`config.mk`:
```
export PLATFORM = sky130hd
export DESIGN_NAME = ldst_addr_gen
export DESIGN_NICKNAME = d
export VERILOG_FILES = /design/src/rtl/agu_pkg.sv /design/src/rtl/agu_offset_adder.sv /design/src/rtl/agu_lane_decode.sv /design/src/rtl/agu_wb_ctrl.sv /design/src/rtl/ldst_addr_gen.sv
export SDC_FILE = /design/constraint.sdc
export NUM_CORES = 1
export LEC_CHECK = 0
export ABC_AREA = 0
export BUFFER_PORTS_ARGS = -buffer_cell sky130_fd_sc_hd__clkbuf_2
export CELL_PAD_IN_SITES_DETAIL_PLACEMENT = 1
export CELL_PAD_IN_SITES_GLOBAL_PLACEMENT = 2
export CORE_AREA = 10 10 99 144
export DETAILED_ROUTE_END_ITERATION = 12
export DIE_AREA = 0 0 109 154
export PLACE_DENSITY = 0.84
export SETUP_SLACK_MARGIN = 0.4
export SLEW_MARGIN = 5
export SYNTH_ARGS = -nofsm -noshare
export SYNTH_HDL_FRONTEND = slang
export SYNTH_HIERARCHICAL = 1
export SYNTH_SLANG_ARGS = --single-unit
export TNS_END_PERCENT = 50
```
`constraint.sdc`:
```
create_clock -name vclk -period 3.4
set_input_delay 0.34 -clock vclk [all_inputs]
set_output_delay 0.34 -clock vclk [all_outputs]
set_load 0.1 [all_outputs]
```
`src/rtl/agu_pkg.sv`:
```
package agu_pkg;

    typedef enum logic {
        IDX_POST = 1'b0,
        IDX_PRE  = 1'b1
    } idx_mode_e;

    typedef enum logic {
        SZ_WORD = 1'b0,
        SZ_BYTE = 1'b1
    } acc_size_e;

    typedef enum logic {
        DIR_DOWN = 1'b0,
        DIR_UP   = 1'b1
    } idx_dir_e;

endpackage

```
`src/rtl/agu_offset_adder.sv`:
```
module agu_offset_adder
    import agu_pkg::*;
#(
    parameter int WIDTH = 32
) (
    input  logic [WIDTH-1:0] base_i,
    input  logic [WIDTH-1:0] offset_i,
    input  idx_dir_e         dir_i,
    output logic [WIDTH-1:0] sum_o
);

    logic [WIDTH-1:0] operand_b;
    logic             carry_in;
    logic [WIDTH:0]   full_sum;

    // Subtraction is base + ~offset + 1; a single adder serves both directions.
    always_comb begin
        operand_b = (dir_i == DIR_UP) ? offset_i : ~offset_i;
        carry_in  = (dir_i == DIR_DOWN);
        full_sum  = {1'b0, base_i} + {1'b0, operand_b} + {{WIDTH{1'b0}}, carry_in};
        sum_o     = full_sum[WIDTH-1:0];
    end

    always_comb begin
        if (offset_i == '0) begin
            AST_ZERO_OFFSET_KEEPS_BASE: assert (sum_o == base_i);
        end
    end

endmodule

```
`src/rtl/agu_lane_decode.sv`:
```
module agu_lane_decode
    import agu_pkg::*;
#(
    parameter int LANES = 4,
    localparam int SEL_W = $clog2(LANES)
) (
    input  logic [SEL_W-1:0] lane_sel_i,
    input  acc_size_e        size_i,
    output logic [LANES-1:0] lane_en_o
);

    for (genvar g = 0; g < LANES; g++) begin : g_lane
        always_comb begin
            lane_en_o[g] = (size_i == SZ_WORD) || (lane_sel_i == SEL_W'(g));
        end
    end

    always_comb begin
        if (size_i == SZ_WORD) begin
            AST_WORD_ALL_LANES: assert (&lane_en_o);
        end else begin
            AST_BYTE_ONE_LANE: assert ($countones(lane_en_o) == 1);
        end
    end

endmodule

```
`src/rtl/agu_wb_ctrl.sv`:
```
module agu_wb_ctrl
    import agu_pkg::*;
(
    input  idx_mode_e mode_i,
    input  logic      wb_req_i,
    input  logic      inhibit_i,
    output logic      wb_en_o
);

    logic wb_wanted;

    always_comb begin
        unique case (mode_i)
            IDX_PRE:  wb_wanted = wb_req_i;
            IDX_POST: wb_wanted = 1'b1;
            default:  wb_wanted = 1'b0;
        endcase
        wb_en_o = wb_wanted && !inhibit_i;
    end

    always_comb begin
        if (inhibit_i) begin
            AST_INHIBIT_BLOCKS_WB: assert (!wb_en_o);
        end
        if (!inhibit_i && mode_i == IDX_POST) begin
            AST_POST_ALWAYS_WB: assert (wb_en_o);
        end
    end

endmodule

```
`src/rtl/ldst_addr_gen.sv`:
```
module ldst_addr_gen
    import agu_pkg::*;
#(
    parameter int ADDR_W = 32,
    parameter int LANES  = 4,
    localparam int SEL_W = $clog2(LANES)
) (
    input  logic [ADDR_W-1:0] base_i,
    input  logic [ADDR_W-1:0] offset_i,
    input  logic              pre_index_i,
    input  logic              wb_req_i,
    input  logic              up_i,
    input  logic              byte_i,
    input  logic              wb_inhibit_i,
    output logic [ADDR_W-1:0] addr_o,
    output logic [LANES-1:0]  byte_en_o,
    output logic [ADDR_W-1:0] new_base_o,
    output logic              base_wb_o
);

    idx_mode_e         mode;
    idx_dir_e          dir;
    acc_size_e         size;
    logic [ADDR_W-1:0] adjusted;

    always_comb begin
        mode = pre_index_i ? IDX_PRE : IDX_POST;
        dir  = up_i ? DIR_UP : DIR_DOWN;
        size = byte_i ? SZ_BYTE : SZ_WORD;
    end

    agu_offset_adder #(.WIDTH(ADDR_W)) u_adder (
        .base_i   (base_i),
        .offset_i (offset_i),
        .dir_i    (dir),
        .sum_o    (adjusted)
    );

    always_comb begin
        unique case (mode)
            IDX_PRE:  addr_o = adjusted;
            IDX_POST: addr_o = base_i;
            default:  addr_o = base_i;
        endcase
        new_base_o = adjusted;
    end

    agu_lane_decode #(.LANES(LANES)) u_lanes (
        .lane_sel_i (addr_o[SEL_W-1:0]),
        .size_i     (size),
        .lane_en_o  (byte_en_o)
    );

    agu_wb_ctrl u_wb (
        .mode_i    (mode),
        .wb_req_i  (wb_req_i),
        .inhibit_i (wb_inhibit_i),
        .wb_en_o   (base_wb_o)
    );

    always_comb begin
        if (mode == IDX_PRE) begin
            AST_PRE_ADDR_IS_NEW_BASE: assert (addr_o == new_base_o);
        end else begin
            AST_POST_ADDR_IS_BASE: assert (addr_o == base_i);
        end
    end

endmodule

```
# Yosys cells after proc, flatten, opt, wreduce, memory -nomap -nowiden
# Cells that the tools add are included.
dict set report totals {
  reg_bits 0
  input_bits 69
  output_inout_bits 69
  word_cells 22
}
dict set report classes {
  n_addsub 2
  n_eq_ne 3
  n_mux 6
  bitwise 4
  n_reduce_logical 7
}
# cell n
set ops {}
lappend ops {{32-bit case mux with 2 select lines} 1}
lappend ops {{32-bit by 1-bit adder with 32-bit output} 1}
lappend ops {{32-bit adder} 1}
lappend ops {{32-bit two-way mux} 1}
lappend ops {{32-bit NOT} 1}
lappend ops {{2-bit == test, second input constant} 2}
lappend ops {{1-bit logical OR} 4}
lappend ops {{1-bit two-way mux} 3}
lappend ops {{1-bit NOT} 3}
lappend ops {{2-bit by 1-bit == test with 1-bit output, second input constant} 1}
lappend ops {{2-bit logical NOT} 1}
lappend ops {{1-bit case mux with 2 select lines} 1}
lappend ops {{1-bit logical AND} 1}
lappend ops {{1-bit logical NOT} 1}

# Logic depth before layout (Yosys ltp)
# Gate-level depths: netlist of the first run.
dict set report depth {
  ltp_word 7
  ltp_mapped 13
  mapped_depth_nobuf 11
}

# Cells and area by module
# The synthesis of the first run kept the hierarchy.
# mod instances cells_per_inst area_each_um2 seq_area_each_um2
set by_module_without_submodules {}
lappend by_module_without_submodules {agu_offset_adder 1 284 2148.3 0.0}
lappend by_module_without_submodules {ldst_addr_gen 1 36 544.3 0.0}
lappend by_module_without_submodules {agu_lane_decode 1 6 31.3 0.0}
lappend by_module_without_submodules {agu_wb_ctrl 1 2 12.5 0.0}

# Worst setup path after synthesis of the first run
# No wires, ideal clock.
dict set report synth_timing {
  path_kind {in2out}
  start {input port up_i}
  end {output port addr_o[30]}
  arrival_ns 4.782
  t_required_ns 3.060
  path_slack_ns -1.722
  stages 13
  n_path_buf 2
  path_cell_list {buf_2 > buf_1 > xnor2_1 > inv_1 > fa_1 > nor2b_1 > o21bai_2 > a21oi_2 > o31ai_4 > a31oi_2 > a41oi_2 > xnor2_1 > mux2_4}
}
dict set report synth_via {
  elab_chain_cells 5
  elab_cells_between_ends 6
  classes_between {2 x add/sub; 3 x mux; 1 x bitwise}
}
# item line
set synth_rtl {}
lappend synth_rtl {{start: declaration} ldst_addr_gen.sv:12} ;# input logic up_i,
lappend synth_rtl {{1-bit two-way mux (*)} ldst_addr_gen.sv:28} ;# dir = up_i ? DIR_UP : DIR_DOWN;
lappend synth_rtl {{32-bit two-way mux} agu_offset_adder.sv:18} ;# operand_b = (dir_i == DIR_UP) ? offset_i : ~offset_i;
lappend synth_rtl {{32-bit adder} agu_offset_adder.sv:20} ;# full_sum = {1'b0, base_i} + {1'b0, operand_b} + {{WIDTH{1'b0}}, carry_in};
lappend synth_rtl {{32-bit by 1-bit adder with 32-bit output (*)} agu_offset_adder.sv:20}
lappend synth_rtl {{named net new_base_o[30]} ldst_addr_gen.sv:17} ;# output logic [ADDR_W-1:0] new_base_o,
lappend synth_rtl {{32-bit case mux with 2 select lines (*)} ldst_addr_gen.sv:40} ;# unique case (mode)
lappend synth_rtl {{end: declaration} ldst_addr_gen.sv:15} ;# output logic [ADDR_W-1:0] addr_o,
# The timed path passes the listed nets; every way through them passes the cells marked *.

# Worst setup path in the final report of the first run
dict set report layout_timing {
  start {input port up_i}
  end {output port addr_o[27]}
}
dict set report layout_via {
  elab_chain_cells 5
  elab_cells_between_ends 6
  classes_between {2 x add/sub; 3 x mux; 1 x bitwise}
}
# item line
set layout_rtl {}
lappend layout_rtl {{1-bit two-way mux (*)} ldst_addr_gen.sv:28}
lappend layout_rtl {{32-bit two-way mux} agu_offset_adder.sv:18}
lappend layout_rtl {{32-bit adder} agu_offset_adder.sv:20}
lappend layout_rtl {{32-bit by 1-bit adder with 32-bit output (*)} agu_offset_adder.sv:20}
lappend layout_rtl {{32-bit case mux with 2 select lines (*)} ldst_addr_gen.sv:40}
# Mark *: on every way between the ends. The rest lies on a longest branch, timed or not.

==> reports/qor.csv, run 1 <==
stage,metric,value,unit
run_status,outcome,"finished, final reports clean",
floorplan,Core Area,11600,µm²
sta,final worst path period need,3.32,ns
finish,Post-Layout Cell Count,708,
sta,Final Hold Fails,0,
sta,maximum clock rate,0.301,GHz
finish,final-layout clock buffer total,0,
job,Max Cap Viol,0,
sta,Fin Setup TNS,0,ns
floorplan,Starting Density,23.6,%
finish,design area,6710,µm²
sta,Slew @ Worst Pin,0.907,ns
global_routing,vias in the first global route,4053,
setup_path,crit path max fanout,8,
logic_synthesis,"Seq/Total Area, Yosys",0,%
route,drt first pass iters,4,
logic_synthesis,syn nets,431,
logic_synthesis,Netlist cell types,57,
power_and_ir_drop,part of the power in the clock network,0,%
route,Routed Antenna Nets,0,
finish,area occupied by multi-input gates,3930,µm²
setup_path,end of the critical path,addr_o[27],
placed_design,post-DP HPWL,10.9,mm
power_and_ir_drop,Static Leakage,2.97,nW
finish,Antenna Cells,0,
power_and_ir_drop,Max IR drop VDD,0.503,mV
floorplan,Cell Rows,48,
placed_design,Inst Count DP,646,
floorplan,DIE WIDTH,109,µm
sta,Final setup viols,0,
logic_synthesis,number of warning messages in the yosys log,6,
global_routing,grt ovf,0,
route,"wirelength, routed",15.4,mm
sta,count of final max-slew check failures,0,
route,DR vias/cell,4.97,
setup_path,crit path capture type,output pin,
logic_synthesis,Yosys top cell by area,mux2_4,
setup_path,"slowest stage delay, CP",0.34,ns
sta,final hold slack,1.09,ns
finish,register area,0,µm²
global_routing,largest net degree at the start of global routing,24,
setup_path,stages on the worst setup path,13,
global_routing,initial antenna violation count,0,
setup_path,"Data arrival, critical path",2.98,ns
route,DR WL/cell,21.8,µm
power_and_ir_drop,Sw Pwr,2.61,mW
logic_synthesis,most common cell in the synthesized netlist,xnor2_1,
route,via count,3518,
route,# DRC,0,
power_and_ir_drop,Power Dens Cells,642,nW/µm²
finish,post-layout net count,663,
logic_synthesis,Cells after Synth,328,
finish,share of layout cells above drive strength 1,76.5,%
logic_synthesis,Yosys top cell area share,16.5,%
sta,Rel. slew slack,39.5,%
logic_synthesis,"top cells by count, synth","49 x xnor2_1, 33 x ha_1, 30 x mux2_4",
sta,period utilization,97.6,%
logic_synthesis,Mapped Avg Cell Area,8.34,µm²
sta,unrepaired setup endpoints after global routing,yes,
power_and_ir_drop,Sw Share,60.5,%
setup_path,Critical-path top delay cell,a311oi_4,
finish,seq_cells,0,
worst_hold_path,Hold Crit Class,in2out,
global_routing,GRT Resource Usage Total,16.1,%
finish,fill count,1217,
floorplan,Die Footprint,16800,µm²
finish,synthesis-to-finish area growth,145,%
setup_path,total buffers and inverters traversed by the critical path,3,
logic_synthesis,Syn Std Cell Area,2740,µm²
route,1st-iter DRT viols,107,
placed_design,port bufs,138,
floorplan,io pins,138,
placed_design,"Cell Area, Placed",5490,µm²
finish,"Core Util, Final",57.9,%
floorplan,die span in y,154,µm
setup_path,crit-path cells,clkbuf_16 > buf_12 > xnor2_2 > ha_4 > a21o_1 > a31oi_4 > nor2_1 > a311oi_4 > o31ai_4 > a21boi_4 > xnor2_4 > mux2_4 > buf_12,
setup_path,Critical Path Most Common Cell,buf_12,
power_and_ir_drop,Seq pwr share,0,%
placed_design,RD Place Congestion,0.906,
power_and_ir_drop,Pint,1.70,mW
setup_path,Crit Path Class,in2out,
setup_path,worst setup path start,up_i,
power_and_ir_drop,Comb pwr share,100.0,%
logic_synthesis,top post-synthesis cells by area,"mux2_4 16%, xnor2_1 16%, ha_1 15%",
global_routing,first-pass GRT wire length,21.9,mm
setup_path,Crit path max-delay family,compound AO/OA/AOI/OAI gates,
setup_path,CP startpoint kind,input port,
setup_path,CP required,3.06,ns
[kinds of logic (layout without fill, tap and decap cells)]
logic type / after synthesis / count (layout) / share of synthesized area (%)
AOI/OAI and AO/OA: 115 / 115 / 30.6
buffers and inverters: 24 / 254 / 5.58
muxes: 32 / 32 / 17.3
adders and majority gates: 34 / 34 / 15.8
and+or+nand+nor: 63 / 63 / 11.5
xor gates and xnor gates: 60 / 60 / 19.2
[worst min-delay path, delay by kind of cell]
family,cells,cell delay [ns]
multiplexers,1,0.15
buffers and inverters,2,0.25
[routing by layer]
metal  GRT usage [%]  share of wire (%)  vias up
met3            3.05                5.5       32
met1            14.1                 30     1716
met5               0                  0        -
met2            34.3                 61      110
li1                -                  -     1660
met4            3.84                3.2        0
[cells in the final DEF (no fill, tap or decap), types with 13 or more instances in the layout]
cell type  Yosys  final
a21o_1        18     17
buf_12         3     65
ha_1          33     15
xnor2_2        0     18
a21oi_2        4     13
buf_6          1     15
nand2_1       21     17
clkbuf_2       0     74
xnor2_1       49     15
ha_4           0     14
mux2_4        30     32
xnor2_4        0     16
buf_4          0     87
[worst min path at each step]
| stage | start | end | slack [ns] | cells past startpoint |
|---|---|---|---|---|
| 6_report | base_i[27] | addr_o[27] | 1.09 | 3 |
| 3_3_place_gp | byte_i | byte_en_o[2] | 1.08 | 3 |
| 2_1_floorplan | wb_inhibit_i | base_wb_o | 0.85 | 1 |
| 4_1_cts | byte_i | byte_en_o[2] | 1.09 | 3 |
| 5_1_grt | base_i[27] | addr_o[27] | 1.10 | 3 |
| 3_5_place_dp | byte_i | byte_en_o[2] | 1.09 | 3 |
[layout make-up]
type | count | share of cell area [%]
tap | 150 | 2.80
inverter | 11 | 0.708
multi-input combinational | 304 | 58.6
timing repair buffer | 243 | 37.9
[power groups by stage]
| stage | sequential, mW | combinational, mW | clock, mW |
|---|---|---|---|
| 6_report | 0 | 4.31 | 0 |
| 2_1_floorplan | 0 | 2.60 | 0 |
| 3_3_place_gp | 0 | 3.80 | 0 |
| 4_1_cts | 0 | 4.10 | 0 |
| 3_5_place_dp | 0 | 3.85 | 0 |
| 5_1_grt | 0 | 4.45 | 0 |
[per-stage QoR]
stage / power [mW] / worst slack [ns]
5_1_grt: 4.45 / -0.0121
6_report: 4.31 / 0.0823
3_5_place_dp: 3.85 / -0.0605
3_3_place_gp: 3.80 / 0.00106
2_1_floorplan: 2.60 / -0.295
4_1_cts: 4.10 / 0.126
[timing repair]
item	CTS	global route
buffers inserted	34	27
setup endpoints to repair	42	44
pin swaps	47	54
resized for setup	78	56
hold buffers	0	0
cloned	1	0
Note: power is estimated with default switching activity, not from simulation.
==> run 2, diff against run 1 <==
Settings changed: CORE_AREA 10 10 99 144 to 10 10 109 130, DIE_AREA 0 0 109 154 to 0 0 119 140.
==> reports/qor.csv, run 2 (same netlist as run 1, synthesis figures left out) <==
stage,metric,value,unit,change
sta,Final Worst Setup Slack,0.102,ns,was 0.0823 ns
setup_path,"slowest stage delay, CP",0.40,ns,was 0.34 ns
route,Routed Antenna Nets,0,,unchanged
sta,count of final max-slew check failures,0,,unchanged
placed_design,DP Worst Slack,-0.0661,ns,was -0.0605 ns
power_and_ir_drop,Power Dens Cells,664,nW/µm²,was 642 nW/µm²
setup_path,crit path capture type,output pin,,unchanged
setup_path,crit path max fanout,6,,was 8
worst_hold_path,worst hold path endpoint,byte_en_o[2],,was addr_o[27]
global_routing,first-pass GRT wire length,19.8,mm,was 21.9 mm
sta,period utilization,97.0,%,was 97.6%
power_and_ir_drop,Max IR drop VDD,0.387,mV,was 0.503 mV
sta,Final setup viols,0,,unchanged
finish,"commonest non-fill, non-tap cells in the layout","74 x clkbuf_2, 64 x buf_4, 63 x buf_12",,"was 87 x buf_4, 74 x clkbuf_2, 65 x buf_12"
worst_hold_path,Hold Path Depth,3,,unchanged
route,1st-iter DRT viols,74,,was 107
setup_path,Crit Path Class,in2out,,unchanged
sta,unrepaired setup endpoints after global routing,yes,,unchanged
placed_design,RD Place Congestion,0.886,,was 0.906
route,# DRC,0,,unchanged
floorplan,Cell Rows,43,,was 48
placed_design,port bufs,138,,unchanged
route,"wirelength, routed",13.2,mm,was 15.4 mm
global_routing,GRT Resource Usage Total,14.1,%,was 16.1%
run_status,outcome,"finished, final reports clean",,unchanged
global_routing,vias in the first global route,3643,,was 4053
floorplan,die span in y,140,µm,was 154 µm
sta,Slew @ Worst Pin,0.697,ns,was 0.907 ns
sta,maximum clock rate,0.303,GHz,was 0.301 GHz
floorplan,DIE WIDTH,119,µm,was 109 µm
sta,Rel. slew slack,53.5,%,was 39.5%
floorplan,io pins,138,,unchanged
placed_design,post-DP HPWL,10.6,mm,was 10.9 mm
power_and_ir_drop,Static Leakage,2.75,nW,was 2.97 nW
setup_path,CP startpoint kind,input port,,unchanged
sta,Fin Setup TNS,0,ns,unchanged
finish,"commonest non-fill, non-tap cell in the layout",clkbuf_2,,was buf_4
finish,final-layout clock buffer total,0,,unchanged
setup_path,crit-path cells,clkbuf_16 > buf_16 > xnor2_2 > ha_1 > and3_4 > o211ai_1 > a21oi_4 > o31a_1 > o21a_2 > o21ai_2 > a31oi_4 > mux2_4 > buf_12,,was clkbuf_16 > buf_12 > xnor2_2 > ha_4 > a21o_1 > a31oi_4 > nor2_1 > a311oi_4 > o31ai_4 > a21boi_4 > xnor2_4 > mux2_4 > buf_12
route,DR vias/cell,4.86,,was 4.97
floorplan,Core Area,11500,µm²,was 11600 µm²
route,drt first pass iters,4,,unchanged
finish,seq_cells,0,,unchanged
power_and_ir_drop,overall power,4.09,mW,was 4.31 mW
worst_hold_path,Hold Crit Class,in2out,,unchanged
finish,Antenna Cells,0,,unchanged
floorplan,Starting Density,23.8,%,was 23.6%
placed_design,"Cell Area, Placed",5480,µm²,was 5490 µm²
setup_path,Critical-path top delay cell,o31a_1,,was a311oi_4
worst_hold_path,hold path start,byte_i,,was base_i[27]
sta,Final Hold Fails,0,,unchanged
global_routing,largest net degree at the start of global routing,19,,was 24
global_routing,initial antenna violation count,0,,unchanged
floorplan,Die Footprint,16700,µm²,was 16800 µm²
job,Max Cap Viol,0,,unchanged
finish,post-layout net count,632,,was 663
sta,final worst path period need,3.30,ns,was 3.32 ns
setup_path,"Data arrival, critical path",2.96,ns,was 2.98 ns
finish,register area,0,µm²,unchanged
finish,share of layout cells above drive strength 1,67.9,%,was 76.5%
setup_path,CP required,3.06,ns,about the same
finish,design area,6160,µm²,was 6710 µm²
route,via count,3326,,was 3518
clock_network,post-cts hold buffer count,0,,unchanged
global_routing,grt ovf,0,,unchanged
finish,synthesis-to-finish area growth,125,%,was 145%
route,DR WL/cell,19.2,µm,was 21.8 µm
==> run 2: worst max path at each step <==
stage               startpoint          to  cells after the start
floorplan                 up_i  addr_o[30]                     13
detailed placement        up_i  addr_o[26]                     12
global route              up_i  addr_o[31]                     13
global placement          up_i  addr_o[28]                     14
CTS                       up_i  addr_o[30]                     14
finish                    up_i  addr_o[24]                     13
==> run 2: worst max-delay path, delay by kind of cell <==
kind / cells / cell delay (ns)
XOR/XNOR: 1 / 0.13
adder cells (fa/ha/maj): 1 / 0.31
AND/OR/NAND/NOR: 1 / 0.19
multiplexers: 1 / 0.28
AO/OA/AOI/OAI: 6 / 1.23
buffers and inverters: 3 / 0.48
==> run 2: stage by stage <==
step                      util, %  hold WS, ns  instances
after global placement       47.6         1.07        652
after CTS                    50.5         1.09        671
after detailed placement     47.6         1.09        652
final                        53.5         1.09        684
after floorplan                 -        0.846        328
after global routing         53.5         1.10        684
==> run 2: where the power goes <==
part           internal (mW)  total [mW]  switching (mW)
logic                   1.58        4.09            2.51
clock network              0           0               0
registers                  0           0               0
total                   1.58        4.09            2.51
==> run 2: metal layers <==
metal | share of wire [%] | global-route usage, % | wire, µm | up-vias
li1 | - | - | - | 1612
met3 | 4.3 | 2.25 | 563 | 14
met4 | 2.1 | 2.19 | 276 | 0
met5 | 0 | 0 | 0 | -
met1 | 36 | 15.0 | 4780 | 1607
met2 | 57 | 28.4 | 7540 | 93
==> run 2: layout make-up <==
class / instances / area (µm²)
tap: 157 / 196
multi-input combinational: 304 / 3620
timing repair buffer: 212 / 2300
fill: 1271 / 5350
inverter: 11 / 47.5
==> run 2: repair_timing <==
item,CTS,global route
gates resized for setup,36,40
endpoints found under the setup margin,42,45
setup buffers,18,12
cloned,1,1
pin swaps,32,32
